`src/rtl/sww_pkg.sv`:
```
package sww_pkg;
  localparam int SYM_W     = 2;
  localparam int WORD_W    = 32;
  localparam int PER_WORD  = WORD_W / SYM_W;
  localparam int IDX_W     = $clog2(PER_WORD);

  typedef enum logic [1:0] {
    ST_IDLE = 2'd0,
    ST_FILL = 2'd1,
    ST_RUN  = 2'd2,
    ST_DONE = 2'd3
  } sweep_st_t;

  // Symbol k of a packed word sits at bits [2k+1:2k].
  function automatic logic [SYM_W-1:0] pick_sym(input logic [WORD_W-1:0] w,
                                                input logic [IDX_W-1:0] k);
    return w[{k, 1'b0} +: SYM_W];
  endfunction

  function automatic logic word_end(input logic [IDX_W-1:0] k);
    return k == IDX_W'(PER_WORD - 1);
  endfunction
endpackage

```
`src/rtl/sww_fetch.sv`:
```
module sww_fetch
  import sww_pkg::*;
#(
  parameter int LEN_W  = 20,
  parameter int ADDR_W = LEN_W - 3
) (
  input  logic                clk,
  input  logic                rst_n,
  input  logic                restart,
  input  logic                active,
  input  logic                shift_req,
  input  logic [LEN_W-1:0]    len_q,
  input  logic [WORD_W-1:0]   mem_rd_data,
  output logic                mem_rd_en,
  output logic [ADDR_W-1:0]   mem_rd_addr,
  output logic [SYM_W-1:0]    sym_out,
  output logic                sym_real,
  output logic                sym_avail,
  output logic                rd_pend
);
  logic [WORD_W-1:0] cur_w, nxt_w, cur_w_n, nxt_w_n;
  logic              cur_f, nxt_f, cur_f_n, nxt_f_n;
  logic [IDX_W-1:0]  idx;
  logic [LEN_W-1:0]  taken;
  logic [ADDR_W-1:0] issued, nwords;
  logic [LEN_W:0]    len_round;
  logic              exhausted, take, last_take;

  assign len_round = {1'b0, len_q} + (LEN_W+1)'(PER_WORD - 1);
  assign nwords    = ADDR_W'(len_round >> IDX_W);
  assign exhausted = (taken == len_q);
  assign take      = shift_req && !exhausted;
  assign last_take = take && (word_end(idx) || (taken == len_q - 1'b1));

  assign mem_rd_en   = active && !rd_pend && (issued < nwords) && !(cur_f && nxt_f);
  assign mem_rd_addr = issued;

  assign sym_out   = exhausted ? '0 : pick_sym(cur_w, idx);
  assign sym_real  = !exhausted;
  assign sym_avail = exhausted || cur_f;

  always_comb begin
    cur_f_n = cur_f;
    nxt_f_n = nxt_f;
    cur_w_n = cur_w;
    nxt_w_n = nxt_w;
    if (last_take) begin
      cur_f_n = nxt_f;
      cur_w_n = nxt_w;
      nxt_f_n = 1'b0;
    end
    if (rd_pend) begin
      if (!cur_f_n) begin
        cur_f_n = 1'b1;
        cur_w_n = mem_rd_data;
      end else begin
        nxt_f_n = 1'b1;
        nxt_w_n = mem_rd_data;
      end
    end
  end

  always_ff @(posedge clk) begin
    if (!rst_n || restart) begin
      cur_w   <= '0;
      nxt_w   <= '0;
      cur_f   <= 1'b0;
      nxt_f   <= 1'b0;
      rd_pend <= 1'b0;
      idx     <= '0;
      taken   <= '0;
      issued  <= '0;
    end else begin
      cur_w   <= cur_w_n;
      nxt_w   <= nxt_w_n;
      cur_f   <= cur_f_n;
      nxt_f   <= nxt_f_n;
      rd_pend <= mem_rd_en;
      if (mem_rd_en) issued <= issued + 1'b1;
      if (take) begin
        taken <= taken + 1'b1;
        idx   <= last_take ? '0 : idx + 1'b1;
      end
    end
  end
endmodule

```
`src/rtl/sww_shift.sv`:
```
module sww_shift
  import sww_pkg::*;
#(
  parameter int N = 256
) (
  input  logic                 clk,
  input  logic                 rst_n,
  input  logic                 clear,
  input  logic                 shift,
  input  logic [SYM_W-1:0]     sym_in,
  input  logic                 vld_in,
  output logic [SYM_W*N-1:0]   win_sym,
  output logic [N-1:0]         win_vld
);
  logic [SYM_W-1:0] sym_q [N];
  logic             vld_q [N];

  for (genvar p = 0; p < N; p++) begin : g_pos
    logic [SYM_W-1:0] src_sym;
    logic             src_vld;
    if (p == N - 1) begin : g_top
      assign src_sym = sym_in;
      assign src_vld = vld_in;
    end else begin : g_mid
      assign src_sym = sym_q[p+1];
      assign src_vld = vld_q[p+1];
    end

    always_ff @(posedge clk) begin
      if (!rst_n || clear) begin
        sym_q[p] <= '0;
        vld_q[p] <= 1'b0;
      end else if (shift) begin
        sym_q[p] <= src_sym;
        vld_q[p] <= src_vld;
      end
    end

    assign win_sym[p*SYM_W +: SYM_W] = sym_q[p];
    assign win_vld[p]                = vld_q[p];
  end
endmodule

```
`src/rtl/sww_ctrl.sv`:
```
module sww_ctrl
  import sww_pkg::*;
#(
  parameter int N     = 256,
  parameter int LEN_W = 20
) (
  input  logic             clk,
  input  logic             rst_n,
  input  logic             start,
  input  logic [LEN_W-1:0] db_len,
  input  logic             advance,
  input  logic             sym_avail,
  output logic             start_acc,
  output logic             active,
  output logic             shift_fire,
  output logic             adv_ready,
  output logic             done,
  output logic             window_live,
  output logic [LEN_W-1:0] len_q
);
  localparam int FILL_W = $clog2(N) + 1;
  localparam int CNT_W  = LEN_W + 1;

  sweep_st_t         st;
  logic [FILL_W-1:0] fill_cnt;
  logic [CNT_W-1:0]  adv_cnt, target;
  logic              fill_fire, adv_fire;

  assign start_acc   = start && (st == ST_IDLE || st == ST_DONE);
  assign active      = (st == ST_FILL) || (st == ST_RUN);
  assign adv_ready   = (st == ST_RUN) && sym_avail;
  assign done        = (st == ST_DONE);
  assign window_live = (st == ST_RUN) || (st == ST_DONE);
  assign fill_fire   = (st == ST_FILL) && sym_avail;
  assign adv_fire    = adv_ready && advance;
  assign shift_fire  = fill_fire || adv_fire;
  assign target      = {1'b0, len_q} + CNT_W'(N - 1);

  always_ff @(posedge clk) begin
    if (!rst_n) begin
      st       <= ST_IDLE;
      len_q    <= '0;
      fill_cnt <= '0;
      adv_cnt  <= '0;
    end else if (start_acc) begin
      st       <= ST_FILL;
      len_q    <= db_len;
      fill_cnt <= '0;
      adv_cnt  <= '0;
    end else begin
      case (st)
        ST_FILL: if (fill_fire) begin
          fill_cnt <= fill_cnt + 1'b1;
          if (fill_cnt == FILL_W'(N - 1)) st <= ST_RUN;
        end
        ST_RUN: if (adv_fire) begin
          adv_cnt <= adv_cnt + 1'b1;
          if (adv_cnt + 1'b1 == target) st <= ST_DONE;
        end
        default: ;
      endcase
    end
  end
endmodule

```
`src/rtl/sym_window.sv`:
```
module sym_window
  import sww_pkg::*;
#(
  parameter int N     = 256,
  parameter int LEN_W = 20
) (
  input  logic                  clk,
  input  logic                  rst_n,
  input  logic                  start,
  input  logic [LEN_W-1:0]      db_len,
  input  logic                  advance,
  output logic                  adv_ready,
  output logic [2*N-1:0]        win_sym,
  output logic [N-1:0]          win_vld,
  output logic                  done,
  output logic                  mem_rd_en,
  output logic [LEN_W-4:0]      mem_rd_addr,
  input  logic [31:0]           mem_rd_data
);
  localparam int ADDR_W = LEN_W - 3;

  // Internal events brought out by name for the checker.
  logic             start_acc, active, shift_fire, window_live, rd_pend;
  logic             sym_avail, sym_real;
  logic [SYM_W-1:0] sym_next;
  logic [LEN_W-1:0] len_q;

  sww_ctrl #(.N(N), .LEN_W(LEN_W)) u_ctrl (
    .clk(clk), .rst_n(rst_n), .start(start), .db_len(db_len),
    .advance(advance), .sym_avail(sym_avail), .start_acc(start_acc),
    .active(active), .shift_fire(shift_fire), .adv_ready(adv_ready),
    .done(done), .window_live(window_live), .len_q(len_q)
  );

  sww_fetch #(.LEN_W(LEN_W), .ADDR_W(ADDR_W)) u_fetch (
    .clk(clk), .rst_n(rst_n), .restart(start_acc), .active(active),
    .shift_req(shift_fire), .len_q(len_q), .mem_rd_data(mem_rd_data),
    .mem_rd_en(mem_rd_en), .mem_rd_addr(mem_rd_addr), .sym_out(sym_next),
    .sym_real(sym_real), .sym_avail(sym_avail), .rd_pend(rd_pend)
  );

  sww_shift #(.N(N)) u_shift (
    .clk(clk), .rst_n(rst_n), .clear(start_acc), .shift(shift_fire),
    .sym_in(sym_next), .vld_in(sym_real), .win_sym(win_sym), .win_vld(win_vld)
  );
endmodule

```
`config.mk`:
```
export PLATFORM = sky130hd
export DESIGN_NAME = sym_window
export DESIGN_NICKNAME = d
export VERILOG_FILES = /design/src/rtl/sww_pkg.sv /design/src/rtl/sww_fetch.sv /design/src/rtl/sww_shift.sv /design/src/rtl/sww_ctrl.sv /design/src/rtl/sym_window.sv
export SDC_FILE = /design/constraint.sdc
export NUM_CORES = 1
export LEC_CHECK = 0
export BUFFER_PORTS_ARGS = -buffer_cell sky130_fd_sc_hd__buf_4
export CORE_AREA = 2 2 326 328
export CTS_BUF_LIST = sky130_fd_sc_hd__clkbuf_8
export DETAILED_ROUTE_END_ITERATION = 10
export DIE_AREA = 0 0 328 330
export SKIP_CTS_REPAIR_TIMING = 1
export SYNTH_ARGS = -nofsm -noshare
export SYNTH_HDL_FRONTEND = slang
export SYNTH_SLANG_ARGS = --single-unit
```
`constraint.sdc`:
```
create_clock -name clk -period 31.8 [get_ports clk]
set_input_delay 1.59 -clock clk [delete_from_list [all_inputs] [get_ports clk]]
set_output_delay 1.59 -clock clk [all_outputs]
set_load 0.1 [all_outputs]
```
== Word level (Yosys, flattened, before mapping) ==
Memories as Yosys holds them, arrays and structs flattened.
Cells that the tools add are included.
Widths: inputs -> output; s select.
Storage, ports and cells
  output and inout port bits: 788
  input bits: 56
  flip-flop bits (word level): 160
  memories: 2
  word-level logic and storage cells: 1116
  memory bits (writable): 768
  ROM bits: 0
  bits in latches: 0
Memories
  u_shift.sym_q: words 256, width 2, read ports 256, clocked after memory_dff 0, write ports 256, RTL line sww_shift.sv:15  | logic [SYM_W-1:0] sym_q [N];
  u_shift.vld_q: words 256, width 1, read ports 256, clocked after memory_dff 0, write ports 256, RTL line sww_shift.sv:16  | logic vld_q [N];
Cells by class
  bitwise gates (word level): 513
  multiply operators: 0
  shift operators: 1
  magnitude comparators: 1
  reduce and logical (&&, ||, !) cells: 29
  divide/modulo/power cells: 0
  equal/unequal tests: 16
  multiplexer cells: 533
  add/subtract/negate cells: 8
Operators by type and width (number)
  $mux 2: 261
  $or 1x1->1: 512
  $mux 1: 267
  $mux 32: 3
  $eq 20x20->1: 2
  $shiftx 32x6->2: 1
  $add 20x4->21 const B: 1
  $add 20x8->21 const B: 1
  $add 21x1->21 const B: 1
  $eq 21x21->1: 1
  $add 20x1->20 const B: 1
  $sub 20x1->20 const B: 1
  $add 17x1->17 const B: 1
  $lt 17x17->1: 1
  $logic_and 1x1->1: 10
  $reduce_and 5->1: 2
  $add 9x1->9 const B: 1
  $eq 9x8->1 const B: 1
  $logic_or 1x1->1: 6
  $ne 3x1->1 const B: 2
  $ne 3x2->1 const B: 2
  $reduce_and 2->1: 3
  $add 4x1->4 const B: 1
  $eq 2x2->1 const B: 2
  12 further kinds: 17

== Logic depth before layout (Yosys ltp) ==
  word-level depth: 10
  mapped depth: 19
  gate-level depth less buffers: 17

== Modules after synthesis ==
A second synthesis with hierarchy kept.
Second synthesis, totals
  cells, all modules: 3168
  area, all modules: 43574.3 µm²
By module, submodules not included
  sww_shift: sequential area each 23062.1 µm², area an instance 33863.7 µm², times used 1, cells an instance 2047
  sww_fetch: sequential area each 2162.1 µm², area an instance 6439.9 µm², times used 1, cells an instance 723
  sww_ctrl: sequential area each 1041.0 µm², area an instance 3270.6 µm², times used 1, cells an instance 398

== Least setup slack after synthesis ==
No wires, ideal clock.
  kind: in2reg
  from: input start
  to: memory u_shift.sym_q[0][0] (enable)
  stages on the path: 4
  library setup time: 7160 ps
  path buffers: 1
  slack: 5669 ps
  data required time: 24640 ps
  arrival time: 18972 ps
  cell sequence: and2_1 -> nor2_1 -> clkbuf_1 -> nand3b_1
RTL lines
  from (decl): RTL line sym_window.sv:9  | input logic start,
  to (decl): RTL line sww_shift.sv:15

==> Implementation_results.wiki <==
{| class="wikitable"
! Metric !! Value
|-
| Stage delay of the slowest cell on the critical path || 920 ps
|-
| Fraction of synthesis flops using an asynchronous set or reset pin || 0%
|-
| Post-layout min period || slightly above 6000 ps
|-
| Die outline width || ~330 microns
|-
| Unrepaired setup endpoints after global routing || false
|-
| Top area cells in the synthesized netlist || edfxtp_1 59%, and2_1 12%, dfxtp_1 8.2%
|-
| Wire length of the first global-routing pass || 150700 microns
|-
| Routability congestion estimate from global placement || ~0.85
|-
| Area share of the largest cell type after synthesis || approximately three fifths
|-
| Total detailed-routing wirelength || roughly 110000 microns
|-
| Site Rows || about 120
|-
| Via count of the first global-routing pass || 22871
|-
| Cell type group with the largest total delay on the critical path || buffers and inverters
|-
| Worst clock skew || between 40 and 50 ps
|-
| Clk Latency, worst-skew pair || around 830 ps
|-
| Number of sinks handled by clock tree synthesis || approximately 930
|-
| Most used flip-flop cell after synthesis || edfxtp_1
|-
| Post-DRT Antenna Nets || 0
|-
| I/O pin count || 844
|-
| Initial antenna violation count || 3
|-
| Slowest CP cell || buf_4
|-
| Synthesis-to-finish area growth || 22.22%
|-
| Global route overflow || 0
|-
| Worst-path cell chain || xor2_1 > nor4_1 > nand4_1 > nor2_1 > o21a_1 > nand3b_1 > buf_4 > buf_4 > buf_4 > buf_4
|-
| Clock-pin slew reported for the worst setup and hold paths after clock tree synthesis || around 60 ps
|-
| Worst Path Max Fanout || 82
|-
| Overall die area || around 0.11 sq mm
|-
| Register bit count reported by yosys || 928
|-
| Yosys top cell by area || edfxtp_1
|-
| Remaining design rule violation count || 0
|-
| Final Hold Fails || 0
|-
| Post-synthesis cell type count || 67
|-
| Post-synthesis net count || slightly above 3000
|-
| Clock Root Buffer || clkbuf_8
|-
| CTS HTree Levels || 4
|-
| Clock Tree Buf Depth || 3
|-
| Via count || 23967
|-
| Yosys warns || 0
|-
| Core box area || around 0.10 sq mm
|-
| Detailed placer's ending HPWL || 73110 microns
|-
| Fin crit share || between 10% and 20%
|-
| Required arrival time at the worst endpoint || approximately 32000 ps
|-
| Worst Setup Slack, final || around 26000 ps
|-
| Run status || completed
|-
| Global Route Usage Sum || between 10% and 20%
|-
| Number of optimization iterations in the first detailed-route pass || 5
|-
| Dominant cell type by count on the critical path || buf_4
|-
| Overall die height || approximately 330 microns
|-
| Number of placed cells counting well taps || ~4800
|-
| Fraction of final layout cells sized beyond drive strength 1 || between 20% and 30%
|-
| Max frequency || 0.1625 GHz
|-
| Number of buffer and inverter instances along the worst setup path || 4
|-
| Wirelength per Cell || roughly 21 microns
|-
| Number of instances in the synthesized netlist || just under 3000
|-
| Finished Layout Cells || slightly above 5000
|-
| DRC violation total after the first TritonRoute iteration || roughly 1900
|-
| Most common cell after layout, fill and taps aside || buf_4
|-
| Register area share after synthesis || between 60% and 70%
|-
| Post-synthesis average cell area || between 10 and 15 sq um
|-
| Routed via count divided by cell count || roughly 4.7
|-
| Data arrival, critical path || roughly 6600 ps
|-
| Number of buffers added by the clock tree synthesis step || approximately 160
|-
| Fin. max-slew vios || 0
|-
| Synthesized cell area || 0.03925 sq mm
|-
| Commonest cells after routing, fill and taps aside || 860 x buf_4, 774 x and2_1, 768 x edfxtp_1, 167 x clkbuf_8, 160 x dfxtp_1
|-
| Post-synth EDFFs || 768
|-
| Classification of the worst-slack hold path || reg2reg
|-
| Largest net degree at the start of global routing || between 200 and 300
|-
| Sum of negative setup slack || 0 ps
|-
| Max_slew headroom || a little under a quarter
|-
| PortBufs || roughly 840
|-
| Max-capacitance violation count || 0
|-
| Kind of critical path || reg2reg
|-
| Critical Path Sink Type || flop
|-
| Sort of element at the start of the critical path || flop
|-
| Total setup violations reported at the end of the flow || 0
|-
| Dpl ws || approximately 25000 ps
|-
| Post-layout nets || about 3700
|-
| Initial core utilization || 37.50%
|-
| CTS tree || yes
|-
| Least-Margin Pin Slew || approximately 1100 ps
|}
[area by class of cell]
| type | instances | area (sq um) |
|---|---|---|
| antenna | 3 | 7.507 |
| inverter | 13 | 48.80 |
| timing repair buffer | 863 | 6516 |
| tap | 1391 | 1740 |
| clock inverter | 123 | 721.9 |
| sequential | 928 | 26270 |
| multi-input combinational | 1604 | 10370 |
| clock buffer | 167 | 2298 |
| fill | 9615 | 56700 |
[worst reg2reg max path, cell delays in order, from the launching register on]
cell,delay [ps]
dfxtp_1,650
xor2_1,220
nor4_1,380
nand4_1,120
nor2_1,280
o21a_1,370
nand3b_1,190
buf_4,680
buf_4,950
buf_4,970
buf_4,860
[flip-flops by register name, indices dropped and copies added, names as in the netlist]
register,cells
u_fetch.cur_f,1
u_ctrl.st,2
u_fetch.rd_pend,1
u_fetch.cur_w,32
u_fetch.idx,4
u_ctrl.len_q,20
u_shift.sym_q,512
u_shift.vld_q,256
u_fetch.taken,20
u_ctrl.fill_cnt,9
u_ctrl.adv_cnt,21
u_fetch.mem_rd_addr,17
u_fetch.nxt_w,32
u_fetch.nxt_f,1
[per-stage QoR]
stage	utilization, %	area, sq um	hold WS [ps]
floorplan	-	39250	463.2
global placement	42.94	44940	477.9
detailed placement	42.94	44940	486.8
CTS	45.82	47960	500.3
global route	45.83	47970	520.5
finish	45.83	47970	500.0
[path summary, 6_finish.rpt]
check,slack (ps),endpoint,from,cells past startpoint
worst max-delay path,25650,u_shift.vld_q[215]$_DFFE_PP_,u_ctrl.len_q[16]$_SDFFE_PN0P_,10
worst min register to register,500,u_fetch.nxt_w[9]$_SDFFE_PP0P_,u_fetch.nxt_w[9]$_SDFFE_PP0P_,2
worst min-delay path,500,u_fetch.nxt_w[9]$_SDFFE_PP0P_,u_fetch.nxt_w[9]$_SDFFE_PP0P_,2
worst max register to register,25650,u_shift.vld_q[215]$_DFFE_PP_,u_ctrl.len_q[16]$_SDFFE_PN0P_,10
[cell usage after synthesis, types with 26 or more instances]
master / count
clkbuf_1: 132
nand2_1: 92
and2_1: 774
edfxtp_1: 768
buf_4: 258
dfxtp_1: 160
a21oi_1: 81
xor2_1: 67
nor2_1: 147
mux2i_1: 70
xnor2_1: 77
nand3_1: 34
ha_1: 26
o21ai_0: 48
[cells by family after synthesis]
| kind of cell | count (synthesis) | share of synthesized area [%] |
|---|---|---|
| adder cells (fa/ha/maj) | 26 | 0.8288 |
| XOR/XNOR | 145 | 3.255 |
| buffers and inverters | 428 | 6.726 |
| multiplexers | 81 | 2.388 |
| AND/OR/NAND/NOR | 1177 | 17.34 |
| flip-flops | 928 | 66.92 |
| AO/OA/AOI/OAI | 175 | 2.547 |
[per-layer routing]
metal	vias up	GRT usage [%]	routed length (microns)
met3	166	5.957	8530
li1	11210	-	-
met1	11771	22.43	41550
met5	-	0	16
met4	2	6.033	2650
met2	818	30.99	52270
Power is not shown: default switching activity piles up to over one toggle a cycle in this logic, so the estimate is an artifact.
